==> src/rtl/hws_pkg.sv <==
package hws_pkg;
  typedef enum logic [2:0] {
    ST_RUN    = 3'd0,
    ST_FLUSH  = 3'd1,
    ST_HALT   = 3'd2,
    ST_OSC    = 3'd3,
    ST_LOCK   = 3'd4,
    ST_RESUME = 3'd5
  } hws_state_e;
endpackage

==> src/rtl/hws_down_cnt.sv <==
module hws_down_cnt #(
  parameter int W = 18
) (
  input  logic         clk_i,
  input  logic         rst_ni,
  input  logic         load_i,
  input  logic [W-1:0] load_val_i,
  input  logic         dec_i,
  output logic         zero_o
);
  logic [W-1:0] cnt_q;

  always_ff @(posedge clk_i or negedge rst_ni) begin
    if (!rst_ni)     cnt_q <= '0;
    else if (load_i) cnt_q <= load_val_i;
    else if (dec_i)  cnt_q <= cnt_q - 1'b1;
  end

  assign zero_o = (cnt_q == '0);

  // counter never wraps through zero
  assert_no_wrap_R3: assert property (@(posedge clk_i) disable iff (!rst_ni)
    (dec_i && !load_i) |-> (cnt_q != '0));
endmodule

==> src/rtl/hws_pin_qual.sv <==
module hws_pin_qual #(
  parameter int MIN = 2,
  localparam int W = $clog2(MIN + 1)
) (
  input  logic clk_i,
  input  logic rst_ni,
  input  logic pin_ni,
  output logic fell_o,
  output logic rose_o,
  output logic long_o
);
  logic         prev_q;
  logic [W-1:0] low_q;

  always_ff @(posedge clk_i or negedge rst_ni) begin
    if (!rst_ni) begin
      prev_q <= 1'b1;
      low_q  <= '0;
    end else begin
      prev_q <= pin_ni;
      if (pin_ni)                 low_q <= '0;
      else if (low_q != W'(MIN))  low_q <= low_q + 1'b1;
    end
  end

  assign fell_o = prev_q && !pin_ni;
  assign rose_o = !prev_q && pin_ni;
  assign long_o = (low_q >= W'(MIN));

  assert_rise_after_low_R6: assert property (@(posedge clk_i) disable iff (!rst_ni)
    rose_o |-> (low_q != '0));
endmodule

==> src/rtl/hws_fsm.sv <==
module hws_fsm
  import hws_pkg::*;
#(
  parameter int FLUSH_CYC = 32,
  parameter int LOCK_CYC  = 131072,
  parameter int RES_RAM   = 35,
  parameter int RES_FLASH = 1125,
  parameter int CW        = 18
) (
  input  logic          clk_i,
  input  logic          rst_ni,
  input  logic          idle_req_i,
  input  logic          halt_sel_i,
  input  logic          flash_sleep_i,
  input  logic          wake_fell_i,
  input  logic          wake_rose_i,
  input  logic          wake_long_i,
  input  logic          rpin_fell_i,
  input  logic          rpin_rose_i,
  input  logic          rpin_long_i,
  input  logic          cnt_zero_i,
  output hws_state_e    state_o,
  output logic          cnt_load_o,
  output logic [CW-1:0] cnt_val_o,
  output logic          cnt_dec_o
);
  hws_state_e state_q, state_d;
  logic flash_q, flash_d;
  logic src_q, src_d;  // 1: reset pin woke us
  logic rel, long_ok;

  assign rel     = src_q ? rpin_rose_i : wake_rose_i;
  assign long_ok = src_q ? rpin_long_i : wake_long_i;

  always_comb begin
    state_d    = state_q;
    flash_d    = flash_q;
    src_d      = src_q;
    cnt_load_o = 1'b0;
    cnt_val_o  = '0;
    unique case (state_q)
      ST_RUN: if (idle_req_i && halt_sel_i) begin
        state_d    = ST_FLUSH;
        flash_d    = flash_sleep_i;
        cnt_load_o = 1'b1;
        cnt_val_o  = CW'(FLUSH_CYC - 1);
      end
      ST_FLUSH: if (cnt_zero_i) state_d = ST_HALT;
      ST_HALT: begin
        if (wake_fell_i) begin
          state_d = ST_OSC;
          src_d   = 1'b0;
        end else if (rpin_fell_i) begin
          state_d = ST_OSC;
          src_d   = 1'b1;
        end
      end
      ST_OSC: if (rel) begin
        if (long_ok) begin
          state_d    = ST_LOCK;
          cnt_load_o = 1'b1;
          cnt_val_o  = CW'(LOCK_CYC - 1);
        end else begin
          state_d = ST_HALT;
        end
      end
      ST_LOCK: if (cnt_zero_i) begin
        state_d    = ST_RESUME;
        cnt_load_o = 1'b1;
        cnt_val_o  = flash_q ? CW'(RES_FLASH - 1) : CW'(RES_RAM - 1);
      end
      ST_RESUME: if (cnt_zero_i) state_d = ST_RUN;
      default: state_d = ST_RUN;
    endcase
  end

  assign cnt_dec_o = (state_q inside {ST_FLUSH, ST_LOCK, ST_RESUME}) && !cnt_zero_i;

  always_ff @(posedge clk_i or negedge rst_ni) begin
    if (!rst_ni) begin
      state_q <= ST_RUN;
      flash_q <= 1'b0;
      src_q   <= 1'b0;
    end else begin
      state_q <= state_d;
      flash_q <= flash_d;
      src_q   <= src_d;
    end
  end

  assign state_o = state_q;

  assert_osc_exit_R6: assert property (@(posedge clk_i) disable iff (!rst_ni)
    (state_q == ST_OSC) |=> (state_q inside {ST_OSC, ST_LOCK, ST_HALT}));
endmodule

==> src/rtl/halt_wake_seq.sv <==
module halt_wake_seq
  import hws_pkg::*;
#(
  parameter int FLUSH_CYC = 32,
  parameter int LOCK_CYC  = 131072,
  parameter int RES_RAM   = 35,
  parameter int RES_FLASH = 1125,
  parameter int WAKE_MIN  = 2,
  parameter int RPIN_MIN  = 8,
  localparam int MAXC     = (LOCK_CYC > RES_FLASH) ? LOCK_CYC : RES_FLASH,
  localparam int CW       = $clog2(MAXC + 1)
) (
  input  logic       clk_i,
  input  logic       rst_ni,
  input  logic       idle_req_i,
  input  logic       halt_sel_i,
  input  logic       flash_sleep_i,
  input  logic       wake_ni,
  input  logic       rpin_ni,
  output logic       osc_en_o,
  output logic       pll_en_o,
  output logic       core_clk_en_o,
  output logic       resume_o,
  output logic [2:0] state_o
);
  hws_state_e st;
  logic w_fell, w_rose, w_long, r_fell, r_rose, r_long;
  logic c_load, c_dec, c_zero;
  logic [CW-1:0] c_val;

  hws_pin_qual #(.MIN(WAKE_MIN)) u_wake (
    .clk_i, .rst_ni, .pin_ni(wake_ni),
    .fell_o(w_fell), .rose_o(w_rose), .long_o(w_long));

  hws_pin_qual #(.MIN(RPIN_MIN)) u_rpin (
    .clk_i, .rst_ni, .pin_ni(rpin_ni),
    .fell_o(r_fell), .rose_o(r_rose), .long_o(r_long));

  hws_down_cnt #(.W(CW)) u_cnt (
    .clk_i, .rst_ni, .load_i(c_load), .load_val_i(c_val),
    .dec_i(c_dec), .zero_o(c_zero));

  hws_fsm #(
    .FLUSH_CYC(FLUSH_CYC), .LOCK_CYC(LOCK_CYC),
    .RES_RAM(RES_RAM), .RES_FLASH(RES_FLASH), .CW(CW)
  ) u_fsm (
    .clk_i, .rst_ni, .idle_req_i, .halt_sel_i, .flash_sleep_i,
    .wake_fell_i(w_fell), .wake_rose_i(w_rose), .wake_long_i(w_long),
    .rpin_fell_i(r_fell), .rpin_rose_i(r_rose), .rpin_long_i(r_long),
    .cnt_zero_i(c_zero), .state_o(st),
    .cnt_load_o(c_load), .cnt_val_o(c_val), .cnt_dec_o(c_dec));

  assign osc_en_o      = (st != ST_HALT);
  assign pll_en_o      = !(st inside {ST_HALT, ST_OSC});
  assign core_clk_en_o = !(st inside {ST_HALT, ST_OSC, ST_LOCK});
  assign resume_o      = (st == ST_RUN);
  assign state_o       = st;

  assert_ignore_idle_R2: assert property (@(posedge clk_i) disable iff (!rst_ni)
    (st == ST_RUN && idle_req_i && !halt_sel_i) |=> (st == ST_RUN));
  assert_flush_exit_R3: assert property (@(posedge clk_i) disable iff (!rst_ni)
    (st == ST_FLUSH) |=> (st inside {ST_FLUSH, ST_HALT}));
  assert_halt_hold_R5: assert property (@(posedge clk_i) disable iff (!rst_ni)
    (st == ST_HALT && wake_ni && rpin_ni) |=> (st == ST_HALT));
  assert_lock_exit_R7: assert property (@(posedge clk_i) disable iff (!rst_ni)
    (st == ST_LOCK) |=> (st inside {ST_LOCK, ST_RESUME}));
  assert_resume_exit_R8: assert property (@(posedge clk_i) disable iff (!rst_ni)
    (st == ST_RESUME) |=> (st inside {ST_RESUME, ST_RUN}));
  assert_legal_state_R10: assert property (@(posedge clk_i) disable iff (!rst_ni)
    state_o <= 3'd5);
endmodule

==> config.mk <==
export PLATFORM = sky130hd
export DESIGN_NAME = halt_wake_seq
export DESIGN_NICKNAME = d
export VERILOG_FILES = /design/src/rtl/hws_pkg.sv /design/src/rtl/hws_down_cnt.sv /design/src/rtl/hws_pin_qual.sv /design/src/rtl/hws_fsm.sv /design/src/rtl/halt_wake_seq.sv
export SDC_FILE = /design/constraint.sdc
export NUM_CORES = 1
export LEC_CHECK = 0
export CAP_MARGIN = 20
export CORE_AREA = 4 4 83 85
export DETAILED_ROUTE_END_ITERATION = 16
export DIE_AREA = 0 0 87 89
export GPL_TIMING_DRIVEN = 0
export REMOVE_ABC_BUFFERS = 1
export SYNTH_ARGS = -nofsm -noshare
export SYNTH_HDL_FRONTEND = slang
export SYNTH_SLANG_ARGS = --single-unit
==> constraint.sdc <==
create_clock -name clk_i -period 6 [get_ports clk_i]
set_input_delay 1.2 -clock clk_i [delete_from_list [all_inputs] [get_ports clk_i]]
set_output_delay 1.2 -clock clk_i [all_outputs]
set_load 0.01 [all_outputs]
==> metrics.md <==
| Metric | Value |
|---|---|
| Outcome | `finished clean` |
| Final #Nets | `225` |
| Hold crit path type | `reg -> reg` |
| Die area | `a little under 0.008 mm2` |
| Ports | `14` |
| Setup_tns | `0 ns` |
| Clock skew | `between 0.0015 and 0.002 ns` |
| Hold slack | `0.535 ns` |
| RR Startpoint | `u_cnt.cnt_q[0]` |
| Ys async rst share | `between 90% and 100%` |
| FMAX | `314 MHz` |
| Synth Area in Simple Gates | `between 20% and 30%` |
| R2R Path End | `u_cnt.cnt_q[16]` |
| Antenna violations before repair | `0` |
| CTS Sinks | `31` |
| Max H-tree Level | `2` |
| Final hold viol count | `0` |
| Final-layout fill cell count | `approximately 660` |
| Slew Viols, Final | `0` |
| Synth cell types | `51` |
| Worst Hold Path EP | `u_cnt.cnt_q[3]` |
| Nature of the critical path startpoint | `input pin` |
| DR vias | `1557` |
| CTS clk-pin slew, worst paths | `~0.060 ns` |
| Number of gates resized after CTS | `0` |
| Setup crit end kind | `register` |
| P_leak | `between 0.0008 and 0.0009 uW` |
| Routability cong. | `0.770` |
| CTS buffer count | `5` |
| Initial core utilization | `about 29%` |
| Post-synthesis to final-layout area growth | `15.8%` |
| Antenna diodes | `0` |
| Die Y | `approximately 90 um` |
| Reg2reg setup slack | `between 3 and 4 ns` |
| Worst Path Max Fanout | `9` |
| WL final | `4150 um` |
| Die width | `a little under 90 um` |
| Pwr/cell area | `424 mW/mm2` |
| Register area share after synthesis | `a little over two fifths` |
| Critical path arrival | `roughly 3.4 ns` |
| First-pass GRT wire length | `7310 um` |
| Mux contribution to synthesized area | `roughly 1.2%` |
| RSZ-0062 raised after global routing | `false` |
| Antenna-violating nets left | `0` |
| First-pass detailed-route iteration total | `4` |
| Detail Placement HPWL | `about 2800 um` |
| # DRC | `0` |
| Flops & latches, synth | `31` |
| Post-Syn Area per Cell | `9.04 um2` |
| Kind of critical path | `in -> reg` |
| Synth Area in Adders | `between 2 and 3%` |
| GRT overflow | `0` |
| Crit share post-route | `53.1%` |
| Layout cell share with drive strength beyond 1 | `under 10%` |
| Max_slew headroom | `around 53%` |
| Post-synth EDFFs | `0` |
| Critical Path RT | `6.17 ns` |
| CTS root buffer | `clkbuf_8` |
| Worst hold start | `u_cnt.cnt_q[3]` |
| Max VDD drop | `0.000228 V` |
| Mapped Cells | `~200` |
| Tot GR Track Use | `about an eighth` |
| Input/output buffers | `13` |
| Least-Margin Pin Slew | `0.710 ns` |
| Core area | `between 0.006 and 0.007 mm2` |
| Clock buffer depth | `2` |
| Top cell type's share of synthesized area | `~40%` |
| Hold path cells | `2` |
| Post-Synth XOR/XNOR Area | `3.86%` |
| Wirelength per Cell | `roughly 14 um` |
| Initial DRC Count | `91` |
| CTS tree | `yes` |
| Main synth FF type | `dfrtp_1` |
| Vias in the first global route | `around 1600` |
| FP Rows | `29` |
| Tmin final | `approximately 3.2 ns` |
| R2R cell count | `8` |
| Post-synthesis compound-gate area fraction | `23.5%` |
| Number of setup buffers added after CTS | `0` |
| Synthesized area | `0.00182 mm2` |
| Number of max-cap violations | `0` |
| Largest family of logic cells by synthesized area | `compound AO/OA/AOI/OAI gates` |
| Via density | `about 5.3` |
| Largest net degree at the start of global routing | `32` |
| Post-CTS Hold Fix Bufs | `0` |
| Register area | `778 um2` |
| Multi-input gate area | `~960 um2` |
| Worst-skew pair later-pin latency | `around 0.28 ns` |
| Setup violators final | `0` |
| Ranking of synthesized cells by area | `dfrtp_1 40%, nor2_1 5.6%, a21oi_1 5.2%` |
| Synth area leader | `dfrtp_1` |
| Synth Warn # | `0` |
## stage by stage
step	total power, uW	cells	worst slack [ns]	instance area [um2]	utilization (%)
floorplan	602	192	2.61	1770	-
global placement	722	282	1.36	2000	32.2
detailed placement	742	284	2.49	2020	32.6
CTS	902	292	2.78	2100	33.9
global route	973	292	2.69	2100	33.9
finish	892	292	2.81	2100	33.9
## power by group
part / switching, uW / internal, uW / total, uW / leakage, uW
sequential: 80.6 / 272 / 353 / 0.000386
clock: 75.4 / 81.2 / 157 / 0.0000422
combinational: 207 / 176 / 383 / 0.000396
total: 363 / 529 / 892 / 0.000825
## layer usage
layer | wire (um) | part of all wire, % | track usage [%]
met5 | 0 | 0 | 0
met4 | 68 | 1.6 | 3.54
met3 | 207 | 5.0 | 3.69
met2 | 1870 | 45 | 19.5
met1 | 2000 | 48 | 15.2
## how the worst max path moves through the flow
stage / startpoint / depth (start not counted) / to / slack [ns]
after detailed placement: wake_ni / 7 / u_fsm.flash_q / 2.49
after floorplan: wake_ni / 6 / u_fsm.flash_q / 2.61
final: wake_ni / 7 / u_fsm.flash_q / 2.81
after global placement: wake_ni / 7 / u_fsm.flash_q / 1.36
after global routing: wake_ni / 7 / u_cnt.cnt_q[6] / 2.69
after CTS: wake_ni / 7 / u_fsm.flash_q / 2.78
## final cells by class
class	count	area share [%]
Clock inverter	1	0.238
Sequential cell	31	37.0
Multi-Input combinational cell	150	45.6
Inverter	11	1.96
Timing Repair Buffer	15	7.02
Tap cell	77	4.58
Clock buffer	7	3.63
## Yosys cell counts, types with 3 or more instances
cell type and instances:
a21oi_1 19, a31oi_1 8, a41oi_1 3, clkbuf_1 6
dfrtp_1 29, ha_1 4, inv_1 11, nand2_1 12
nand3_1 5, nor2_1 27, nor3_1 11, nor4_1 3
o21ai_0 3, o21bai_1 3, o22a_1 7, or4_1 4
xnor2_1 5, xor2_1 3
## registers in the layout (all words and copies together) (netlist names)
signal	count
u_wake.low_q	2
u_rpin.prev_q	1
u_fsm.state_o	3
u_cnt.cnt_q	18
u_rpin.low_q	4
u_fsm.src_q	1
u_wake.prev_q	1
u_fsm.flash_q	1
## cells in the final DEF (no fill, tap or decap), types with 5 or more instances in the layout
cell / netlist / final
nor3_1: 11 / 10
nor2_1: 27 / 27
nand2_1: 12 / 12
a21oi_1: 19 / 19
xnor2_1: 5 / 5
o22a_1: 7 / 7
inv_1: 11 / 11
clkbuf_8: 0 / 5
a31oi_1: 8 / 8
clkdlybuf4s50_1: 0 / 12
nand3_1: 5 / 5
dfrtp_1: 29 / 29
## cell families (layout without fill, tap and decap cells)
family / Yosys count / count (layout)
simple gates: 74 / 74
compound gates: 62 / 62
flops: 31 / 31
buf+inv: 20 / 34
xor+xnor: 8 / 8
fa+ha+maj: 4 / 4
mux: 2 / 2
## critical path, cell delays in order
cell             delay, ns
clkdlybuf4s50_1       0.53
inv_1                 0.09
o31a_1                0.32
nor3_2                0.54
o21bai_1              0.32
nor2_1                0.08
mux2_2                0.28
Power figures use the tool's default switching activity.
